## src/rtl/ingress_pkg.sv

```systemverilog
`timescale 1ns/1ps
package ingress_pkg;
  // Control-to-datapath strobes for one accepted word.
  typedef struct packed {
    logic       take;      // word accepted this edge
    logic       first;     // word starts a frame
    logic       last;      // word ends a frame
    logic [2:0] addrSlot;  // header word index 0..5, or NO_SLOT
  } strobe_t;

  localparam logic [2:0] NO_SLOT = 3'd7;
endpackage

```

## src/rtl/ingress_datapath.sv

```systemverilog
`timescale 1ns/1ps
module ingress_datapath
  import ingress_pkg::*;
#(
  parameter int WORD_W = 16,
  parameter int LANES  = 4
) (
  input  logic                                   clk,
  input  logic                                   rstN,
  input  strobe_t                                stb,
  input  logic [WORD_W-1:0]                      wordData,
  input  logic                                   qwFull,
  output logic                                   qwValid,
  output logic [WORD_W*LANES-1:0]                qwData,
  output logic [$clog2(WORD_W*LANES/8+1)-1:0]    qwBytes,
  output logic                                   qwLast,
  output logic [47:0]                            dstAddr,
  output logic [47:0]                            srcAddr
);
  localparam int QW_W       = WORD_W * LANES;
  localparam int QW_BYTES   = QW_W / 8;
  localparam int BYTES_W    = $clog2(QW_BYTES + 1);
  localparam int LANE_W     = $clog2(LANES);
  localparam int ADDR_WORDS = 48 / WORD_W;

  logic [QW_W-1:0]   packReg;
  logic [LANE_W-1:0] packCnt;
  logic [LANE_W-1:0] slot;
  logic [QW_W-1:0]   nextPack;
  logic              flush;

  // Lanes below the slot keep earlier words, the slot takes the new word,
  // lanes above stay zero, which pads a short tail.
  always_comb begin
    slot     = stb.first ? '0 : packCnt;
    nextPack = '0;
    for (int l = 0; l < LANES; l++) begin
      if (l == int'(slot))
        nextPack[l*WORD_W +: WORD_W] = wordData;
      else if (l < int'(slot))
        nextPack[l*WORD_W +: WORD_W] = packReg[l*WORD_W +: WORD_W];
    end
    flush = stb.take && ((slot == LANE_W'(LANES-1)) || stb.last);
  end

  always_ff @(posedge clk or negedge rstN) begin
    if (!rstN) begin
      packReg <= '0;
      packCnt <= '0;
      qwValid <= 1'b0;
      qwData  <= '0;
      qwBytes <= '0;
      qwLast  <= 1'b0;
    end else begin
      qwValid <= flush;
      if (stb.take) begin
        packReg <= nextPack;
        packCnt <= flush ? '0 : slot + 1'b1;
      end
      if (flush) begin
        qwData  <= nextPack;
        qwBytes <= BYTES_W'((int'(slot) + 1) * (WORD_W / 8));
        qwLast  <= stb.last;
      end
    end
  end

  // Header capture: first words form the destination, next ones the source.
  always_ff @(posedge clk or negedge rstN) begin
    if (!rstN) begin
      dstAddr <= '0;
      srcAddr <= '0;
    end else if (stb.take && stb.addrSlot != NO_SLOT) begin
      if (int'(stb.addrSlot) < ADDR_WORDS)
        dstAddr[(ADDR_WORDS-1-int'(stb.addrSlot))*WORD_W +: WORD_W] <= wordData;
      else if (int'(stb.addrSlot) < 2*ADDR_WORDS)
        srcAddr[(2*ADDR_WORDS-1-int'(stb.addrSlot))*WORD_W +: WORD_W] <= wordData;
    end
  end

  // a quad-word that does not end the frame is always complete
  a_r1_full_quad: assert property (@(posedge clk) disable iff (!rstN)
    qwValid && !qwLast |-> qwBytes == BYTES_W'(QW_BYTES));

  // a tail quad-word carries a non-zero, bounded byte count
  a_r2_tail_bytes: assert property (@(posedge clk) disable iff (!rstN)
    qwValid |-> (qwBytes != '0) && (qwBytes <= BYTES_W'(QW_BYTES)));

  // the control never hands over a word while the FIFO is full
  a_r10_no_take_full: assert property (@(posedge clk) disable iff (!rstN)
    stb.take |-> !qwFull);
endmodule

```

## src/rtl/ingress_control.sv

```systemverilog
`timescale 1ns/1ps
module ingress_control
  import ingress_pkg::*;
#(
  parameter int WORD_W        = 16,
  parameter int CNT_W         = 12,
  parameter int FAST_CT_BYTES = 290,
  parameter int SLOW_CT_BYTES = 98
) (
  input  logic    clk,
  input  logic    rstN,
  input  logic    cutThroughEn,
  input  logic    fastPort,
  input  logic    wordValid,
  input  logic    sof,
  input  logic    eof,
  input  logic    rxErr,
  input  logic    fcsGood,
  input  logic    qwFull,
  input  logic    lookupRdy,
  input  logic    learnRdy,
  input  logic    enqRdy,
  output logic    wordReady,
  output strobe_t stb,
  output logic    lookupReq,
  output logic    learnReq,
  output logic    enqReq,
  output logic    discardPulse
);
  localparam int WORD_BYTES = WORD_W / 8;
  localparam int ADDR_WORDS = 48 / WORD_W;
  localparam int MIN_WORDS  = 2 * ADDR_WORDS;
  localparam int FAST_WORDS = (FAST_CT_BYTES + WORD_BYTES - 1) / WORD_BYTES;
  localparam int SLOW_WORDS = (SLOW_CT_BYTES + WORD_BYTES - 1) / WORD_BYTES;

  logic             inFrame;
  logic             errSeen;
  logic             enqDone;
  logic [CNT_W-1:0] wordIdx;

  logic             take;
  logic [CNT_W-1:0] curIdx;
  logic [CNT_W-1:0] newIdx;
  logic [CNT_W-1:0] ctWords;
  logic             errNow;
  logic             enqPrior;
  logic             ctHit;
  logic             frameGood;

  always_comb begin
    wordReady = !qwFull && !enqReq && !learnReq && !(lookupReq && !inFrame);
    take      = wordValid && wordReady;
    curIdx    = sof ? '0 : wordIdx;
    newIdx    = (curIdx == '1) ? curIdx : curIdx + 1'b1;
    errNow    = (!sof && errSeen) || rxErr;
    enqPrior  = !sof && enqDone;
    ctWords   = fastPort ? CNT_W'(FAST_WORDS) : CNT_W'(SLOW_WORDS);
    ctHit     = cutThroughEn && !enqPrior && !errNow && !eof && (newIdx >= ctWords);
    frameGood = fcsGood && !errNow && (newIdx >= CNT_W'(MIN_WORDS));

    stb.take     = take;
    stb.first    = sof;
    stb.last     = eof;
    stb.addrSlot = (curIdx < CNT_W'(MIN_WORDS)) ? curIdx[2:0] : NO_SLOT;
  end

  always_ff @(posedge clk or negedge rstN) begin
    if (!rstN) begin
      inFrame      <= 1'b0;
      errSeen      <= 1'b0;
      enqDone      <= 1'b0;
      wordIdx      <= '0;
      lookupReq    <= 1'b0;
      learnReq     <= 1'b0;
      enqReq       <= 1'b0;
      discardPulse <= 1'b0;
    end else begin
      discardPulse <= 1'b0;
      if (lookupReq && lookupRdy) lookupReq <= 1'b0;
      if (learnReq && learnRdy)   learnReq  <= 1'b0;
      if (enqReq && enqRdy)       enqReq    <= 1'b0;
      if (take) begin
        wordIdx <= newIdx;
        errSeen <= errNow;
        inFrame <= !eof;
        enqDone <= enqPrior || ctHit;
        if (curIdx == CNT_W'(ADDR_WORDS - 1)) lookupReq <= 1'b1;
        if (ctHit) enqReq <= 1'b1;
        if (eof) begin
          if (frameGood) begin
            learnReq <= 1'b1;
            if (!enqPrior) enqReq <= 1'b1;
          end else begin
            discardPulse <= 1'b1;
          end
        end
      end
    end
  end

  // requests hold until accepted, then fall
  a_r9_lookup_hold: assert property (@(posedge clk) disable iff (!rstN)
    lookupReq && !lookupRdy |=> lookupReq);
  a_r9_learn_hold: assert property (@(posedge clk) disable iff (!rstN)
    learnReq && !learnRdy |=> learnReq);
  a_r9_enq_hold: assert property (@(posedge clk) disable iff (!rstN)
    enqReq && !enqRdy |=> enqReq);
  a_r9_enq_drop: assert property (@(posedge clk) disable iff (!rstN)
    enqReq && enqRdy |=> !enqReq);

  // a discarded frame never starts a learn request
  a_r8_no_learn_discard: assert property (@(posedge clk) disable iff (!rstN)
    discardPulse |-> !$rose(learnReq));
endmodule

```

## src/rtl/ingress_enqueue.sv

```systemverilog
`timescale 1ns/1ps
module ingress_enqueue
  import ingress_pkg::*;
#(
  parameter int WORD_W        = 16,
  parameter int LANES         = 4,
  parameter int CNT_W         = 12,
  parameter int FAST_CT_BYTES = 290,
  parameter int SLOW_CT_BYTES = 98
) (
  input  logic                                clk,
  input  logic                                rstN,
  input  logic                                cutThroughEn,
  input  logic                                fastPort,
  input  logic                                wordValid,
  input  logic [WORD_W-1:0]                   wordData,
  input  logic                                sof,
  input  logic                                eof,
  input  logic                                rxErr,
  input  logic                                fcsGood,
  output logic                                wordReady,
  input  logic                                qwFull,
  output logic                                qwValid,
  output logic [WORD_W*LANES-1:0]             qwData,
  output logic [$clog2(WORD_W*LANES/8+1)-1:0] qwBytes,
  output logic                                qwLast,
  output logic                                lookupReq,
  output logic [47:0]                         lookupAddr,
  input  logic                                lookupRdy,
  output logic                                learnReq,
  output logic [47:0]                         learnAddr,
  input  logic                                learnRdy,
  output logic                                enqReq,
  input  logic                                enqRdy,
  output logic                                discardPulse
);
  strobe_t stb;

  ingress_control #(
    .WORD_W(WORD_W), .CNT_W(CNT_W),
    .FAST_CT_BYTES(FAST_CT_BYTES), .SLOW_CT_BYTES(SLOW_CT_BYTES)
  ) u_control (
    .clk(clk), .rstN(rstN), .cutThroughEn(cutThroughEn), .fastPort(fastPort),
    .wordValid(wordValid), .sof(sof), .eof(eof), .rxErr(rxErr), .fcsGood(fcsGood),
    .qwFull(qwFull), .lookupRdy(lookupRdy), .learnRdy(learnRdy), .enqRdy(enqRdy),
    .wordReady(wordReady), .stb(stb), .lookupReq(lookupReq), .learnReq(learnReq),
    .enqReq(enqReq), .discardPulse(discardPulse)
  );

  ingress_datapath #(.WORD_W(WORD_W), .LANES(LANES)) u_datapath (
    .clk(clk), .rstN(rstN), .stb(stb), .wordData(wordData), .qwFull(qwFull),
    .qwValid(qwValid), .qwData(qwData), .qwBytes(qwBytes), .qwLast(qwLast),
    .dstAddr(lookupAddr), .srcAddr(learnAddr)
  );
endmodule

```

## config.mk

```make
export PLATFORM = sky130hd
export DESIGN_NAME = ingress_enqueue
export DESIGN_NICKNAME = d
export VERILOG_FILES = /design/src/rtl/ingress_pkg.sv /design/src/rtl/ingress_datapath.sv /design/src/rtl/ingress_control.sv /design/src/rtl/ingress_enqueue.sv
export SDC_FILE = /design/constraint.sdc
export NUM_CORES = 1
export LEC_CHECK = 0
export BUFFER_PORTS_ARGS = -buffer_cell sky130_fd_sc_hd__buf_2
export CORE_MARGIN = 5
export CORE_UTILIZATION = 40
export CTS_CLUSTER_SIZE = 14
export DETAILED_ROUTE_END_ITERATION = 8
export GPL_TIMING_DRIVEN = 1
export SLEW_MARGIN = 15
export SYNTH_ARGS = -nofsm -noshare
export SYNTH_HDL_FRONTEND = slang
export SYNTH_HIERARCHICAL = 1
export SYNTH_SLANG_ARGS = --single-unit
```

## constraint.sdc

```tcl
create_clock -name clk -period 8.8 [get_ports clk]
set_input_delay 0.44 -clock clk [delete_from_list [all_inputs] [get_ports clk]]
set_output_delay 0.44 -clock clk [all_outputs]
set_load 0.01 [all_outputs]
```

==> summary.md <==
| Metric | Value |
|---|---|
| Core Box Area | `26800 µm²` |
| Final setup TNS | `0 ps` |
| Peak supply drop | `0.0001357 V` |
| Util after Layout | `48.04%` |
| Crit Path Max Fanout | `19` |
| DRT iter0 DRCs | `588` |
| Worst R2R Path Depth | `11` |
| Routed Antenna Nets | `0` |
| Area share of fa/ha/maj cells after synthesis | `2.962%` |
| Period minus WS final | `4627 ps` |
| Post-CTS Hold Buffers | `0` |
| Setup slack, reg-to-reg | `4170 ps` |
| Slowest-stage cell, CP | `nor3_4` |
| # clock sinks | `234` |
| CTS tree | `yes` |
| Clk_skew | `12.62 ps` |
| Crit-path max cell delay | `810 ps` |
| Synth warn | `6` |
| Final Setup Violations | `0` |
| GRT Total Usage | `19.73%` |
| DR WL/cell | `19.56 µm` |
| Final GP Congestion | `0.8589` |
| Max_slew headroom | `18.88%` |
| Post-synth EDFFs | `0` |
| Mapped Cells | `1059` |
| Worst path required time | `9210 ps` |
| Syn_nets | `1113` |
| Syn avg cell area | `10.21 µm²` |
| Placed cell count | `1523` |
| Final HPWL DP | `20680 µm` |
| Antenna diodes | `0` |
| Leak | `6.403 nW` |
| Fin crit share | `52.58%` |
| Gr ovfl total | `0` |
| Row count | `60` |
| Fmax | `216.1 MHz` |
| Vias in the first global route | `8096` |
| Fin. Hold Viols | `0` |
| Starting density of the core | `40.35%` |
| Critical Path Sink Type | `flop` |
| Final #Nets | `1264` |
| Pre-Repair DR Iteration Count | `5` |
| Vias/cell | `5.217` |
| Largest family of logic cells by synthesized area | `simple AND/OR/NAND/NOR gates` |
| H-tree depth | `1` |
| FF-to-FF End | `u_datapath/dstAddr[17]$_DFFE_PN0P_` |
| Top Ports | `200` |
| Synth Area in XOR/XNOR | `0.3240%` |
| Pin count of the biggest net entering global routing | `115` |
| Slew @ Worst Pin | `1210 ps` |
| PD cells | `247.1 nW/µm²` |
| Critical path class | `flop to flop` |
| Ys async rst share | `100.0%` |
| Simple-Gate Fraction of Synth Area | `17.37%` |
| Mux share of post-synthesis cell area | `8.620%` |
| Antenna violations before repair | `0` |
| Post-route setup slack | `4173 ps` |
| Port bufs | `198` |
| Clock root cell | `clkbuf_16` |
| Clock Latency Late Sink | `520 ps` |
| Post-route cell area | `12870 µm²` |
| Placed instance area | `11960 µm²` |
| Share of cells above drive strength 1 | `25.14%` |
| Die area | `30420 µm²` |
| Fin. max-slew vios | `0` |
| Crit-path cells | `nor2_1 > a41oi_1 > a211o_1 > inv_1 > ha_1 > and3_1 > ha_1 > nor4_4 > nand3_2 > nor3_4 > mux2_2` |
| Post-CTS setup repair buffer count | `0` |
| Number of synthesized register bits | `234` |
| DRC | `0` |
| Cell mode on critical path | `ha_1` |
| Routed Wire Length | `30700 µm` |
| Crit path buf inv count | `1` |
| Chip height | `174.4 µm` |
| Critical path launch point type | `flop` |
| CP top delay family | `simple AND/OR/NAND/NOR gates` |
| Setup WS pre-CTS | `3941 ps` |
| Synth Area in Compound Gates | `11.27%` |
| RSZ-0062 raised after global routing | `false` |
| Top_reg_cell synth | `dfrtp_1` |
| CTS max path bufs | `3` |
| Die X | `174.4 µm` |
| CTS buffer count | `26` |
| # resized after CTS | `0` |
| Status | `completed` |
| Worst min path class | `primary input to async pin` |
| Clk pin slew, worst setup/hold paths | `60 ps` |
| Sequential area share after synthesis | `54.15%` |
| First-pass GRT wire length | `48330 µm` |
| Synth unique cells | `68` |
| Worst reg2reg path startpoint | `u_control/wordIdx[9]$_DFFE_PN0P_` |
| Fin cells | `1570` |
| Max-cap check violation count | `0` |
| Area growth from synthesis to layout | `19.06%` |
| Critical Path AT | `5040 ps` |
| Vias | `8191` |
| Cell Area, Synth | `10810 µm²` |
==> report_power, final <==
| group | switching [W] | internal (W) | total, W |
|---|---|---|---|
| Clock | 0.000437 | 0.000705 | 0.00114 |
| Combinational | 0.000395 | 0.000275 | 0.000670 |
| Sequential | 0.000116 | 0.00125 | 0.00137 |
==> per-stage QoR <==
| step | total power, W | hold slack, ps |
|---|---|---|
| finish | 0.003182 | 2.954 |
| global route | 0.003342 | 73.02 |
| CTS | 0.003219 | 30.66 |
| detailed placement | 0.002066 | 451.1 |
| global placement | 0.002051 | 445.2 |
| floorplan | 0.001748 | 144.4 |
==> layer usage <==
layer / GRT usage, % / vias up / wire length, µm
met2: 31.67 / 288 / 14170
met3: 3.632 / 38 / 2206
li1: - / 3900 / -
met5: 0 / - / 0
met4: 4.685 / 0 / 621
met1: 27.90 / 3965 / 13710
==> worst register-to-register path, delay by kind of cell, from the launching register on <==
family | cells | cell delay [ps]
simple gates | 5 | 1720
fa+ha+maj | 2 | 1010
compound gates | 2 | 700
flops | 1 | 520
mux | 1 | 410
buf+inv | 1 | 170
==> area by class of cell <==
class | count | area [µm²]
Fill cell | 2486 | 13930
Sequential cell | 234 | 5856
Multi-Input combinational cell | 692 | 4417
Timing Repair Buffer | 210 | 1091
Clock buffer | 37 | 783.3
Tap cell | 341 | 426.7
Inverter | 46 | 172.7
Clock inverter | 10 | 128.9
==> state kept, by name (all words and copies together) (netlist names), 2 cells and up <==
signal,count
u_datapath/packCnt,2
u_datapath/dstAddr,48
u_datapath/packReg,48
u_datapath/qwBytes,3
u_datapath/qwData,64
u_datapath/srcAddr,48
u_control/wordIdx,12
==> cells by family (layout without fill, tap and decap cells) <==
family	count (synthesis)	after routing
multiplexers	85	85
other	1	1
flip-flops	234	234
adder cells (fa/ha/maj)	25	25
buffers and inverters	133	303
AO/OA/AOI/OAI	177	177
AND/OR/NAND/NOR	400	400
XOR/XNOR	4	4
==> placed cells by master, fill, tap and decap left out, types with 4 or more instances in the layout <==
cell	instances
dfrtp_1	234
nand2_1	214
buf_2	197
nor2_1	83
o21ai_0	74
mux2i_1	50
inv_1	45
a22o_1	33
a221oi_1	31
clkbuf_16	27
nor2b_1	25
mux2_2	25
ha_1	24
nand3_1	20
buf_4	12
a21oi_1	11
mux2_4	10
clkbuf_8	7
clkinv_2	6
nand2b_1	6
and2b_1	6
nor3_1	5
nand4_1	5
nor3b_1	4
xnor2_1	4
a211oi_1	4
==> Yosys cell counts (3+ instances only) <==
cell type	count	area share (%)
nor2_1	83	2.9
xnor2_1	4	0.32
inv_1	45	1.6
buf_1	6	0.21
nand2_1	214	7.4
o22ai_1	3	0.17
ha_1	24	2.8
nand3_1	20	0.93
nand4_1	5	0.29
nor3b_1	4	0.28
a211oi_1	4	0.28
a41o_1	3	0.28
dfrtp_1	234	54
buf_6	3	0.31
a21oi_1	11	0.51
o21ai_0	74	3.4
buf_2	6	0.28
nor3_1	6	0.28
buf_4	8	0.56
a22o_1	33	2.7
and2b_1	6	0.42
nor2b_1	25	1.4
mux2i_1	50	4.6
and3_1	3	0.17
nand2b_1	6	0.35
mux2_4	10	1.4
clkbuf_1	63	2.2
mux2_2	25	2.6
a221oi_1	31	2.5
==> how the worst max path moves through the flow <==
| stage | depth (start not counted) | end | from | slack, ps |
|---|---|---|---|---|
| after floorplan | 17 | u_datapath/dstAddr[37]$_DFFE_PN0P_ | sof | 4720 |
| after global placement | 11 | u_datapath/dstAddr[31]$_DFFE_PN0P_ | sof | 4010 |
| after detailed placement | 11 | u_datapath/dstAddr[31]$_DFFE_PN0P_ | sof | 3940 |
| after CTS | 11 | u_datapath/dstAddr[31]$_DFFE_PN0P_ | u_control/wordIdx[9]$_DFFE_PN0P_ | 4170 |
| after global routing | 11 | u_datapath/dstAddr[31]$_DFFE_PN0P_ | u_control/wordIdx[4]$_DFFE_PN0P_ | 3810 |
| final | 11 | u_datapath/dstAddr[17]$_DFFE_PN0P_ | u_control/wordIdx[9]$_DFFE_PN0P_ | 4170 |
Power figures use the tool's default switching activity.
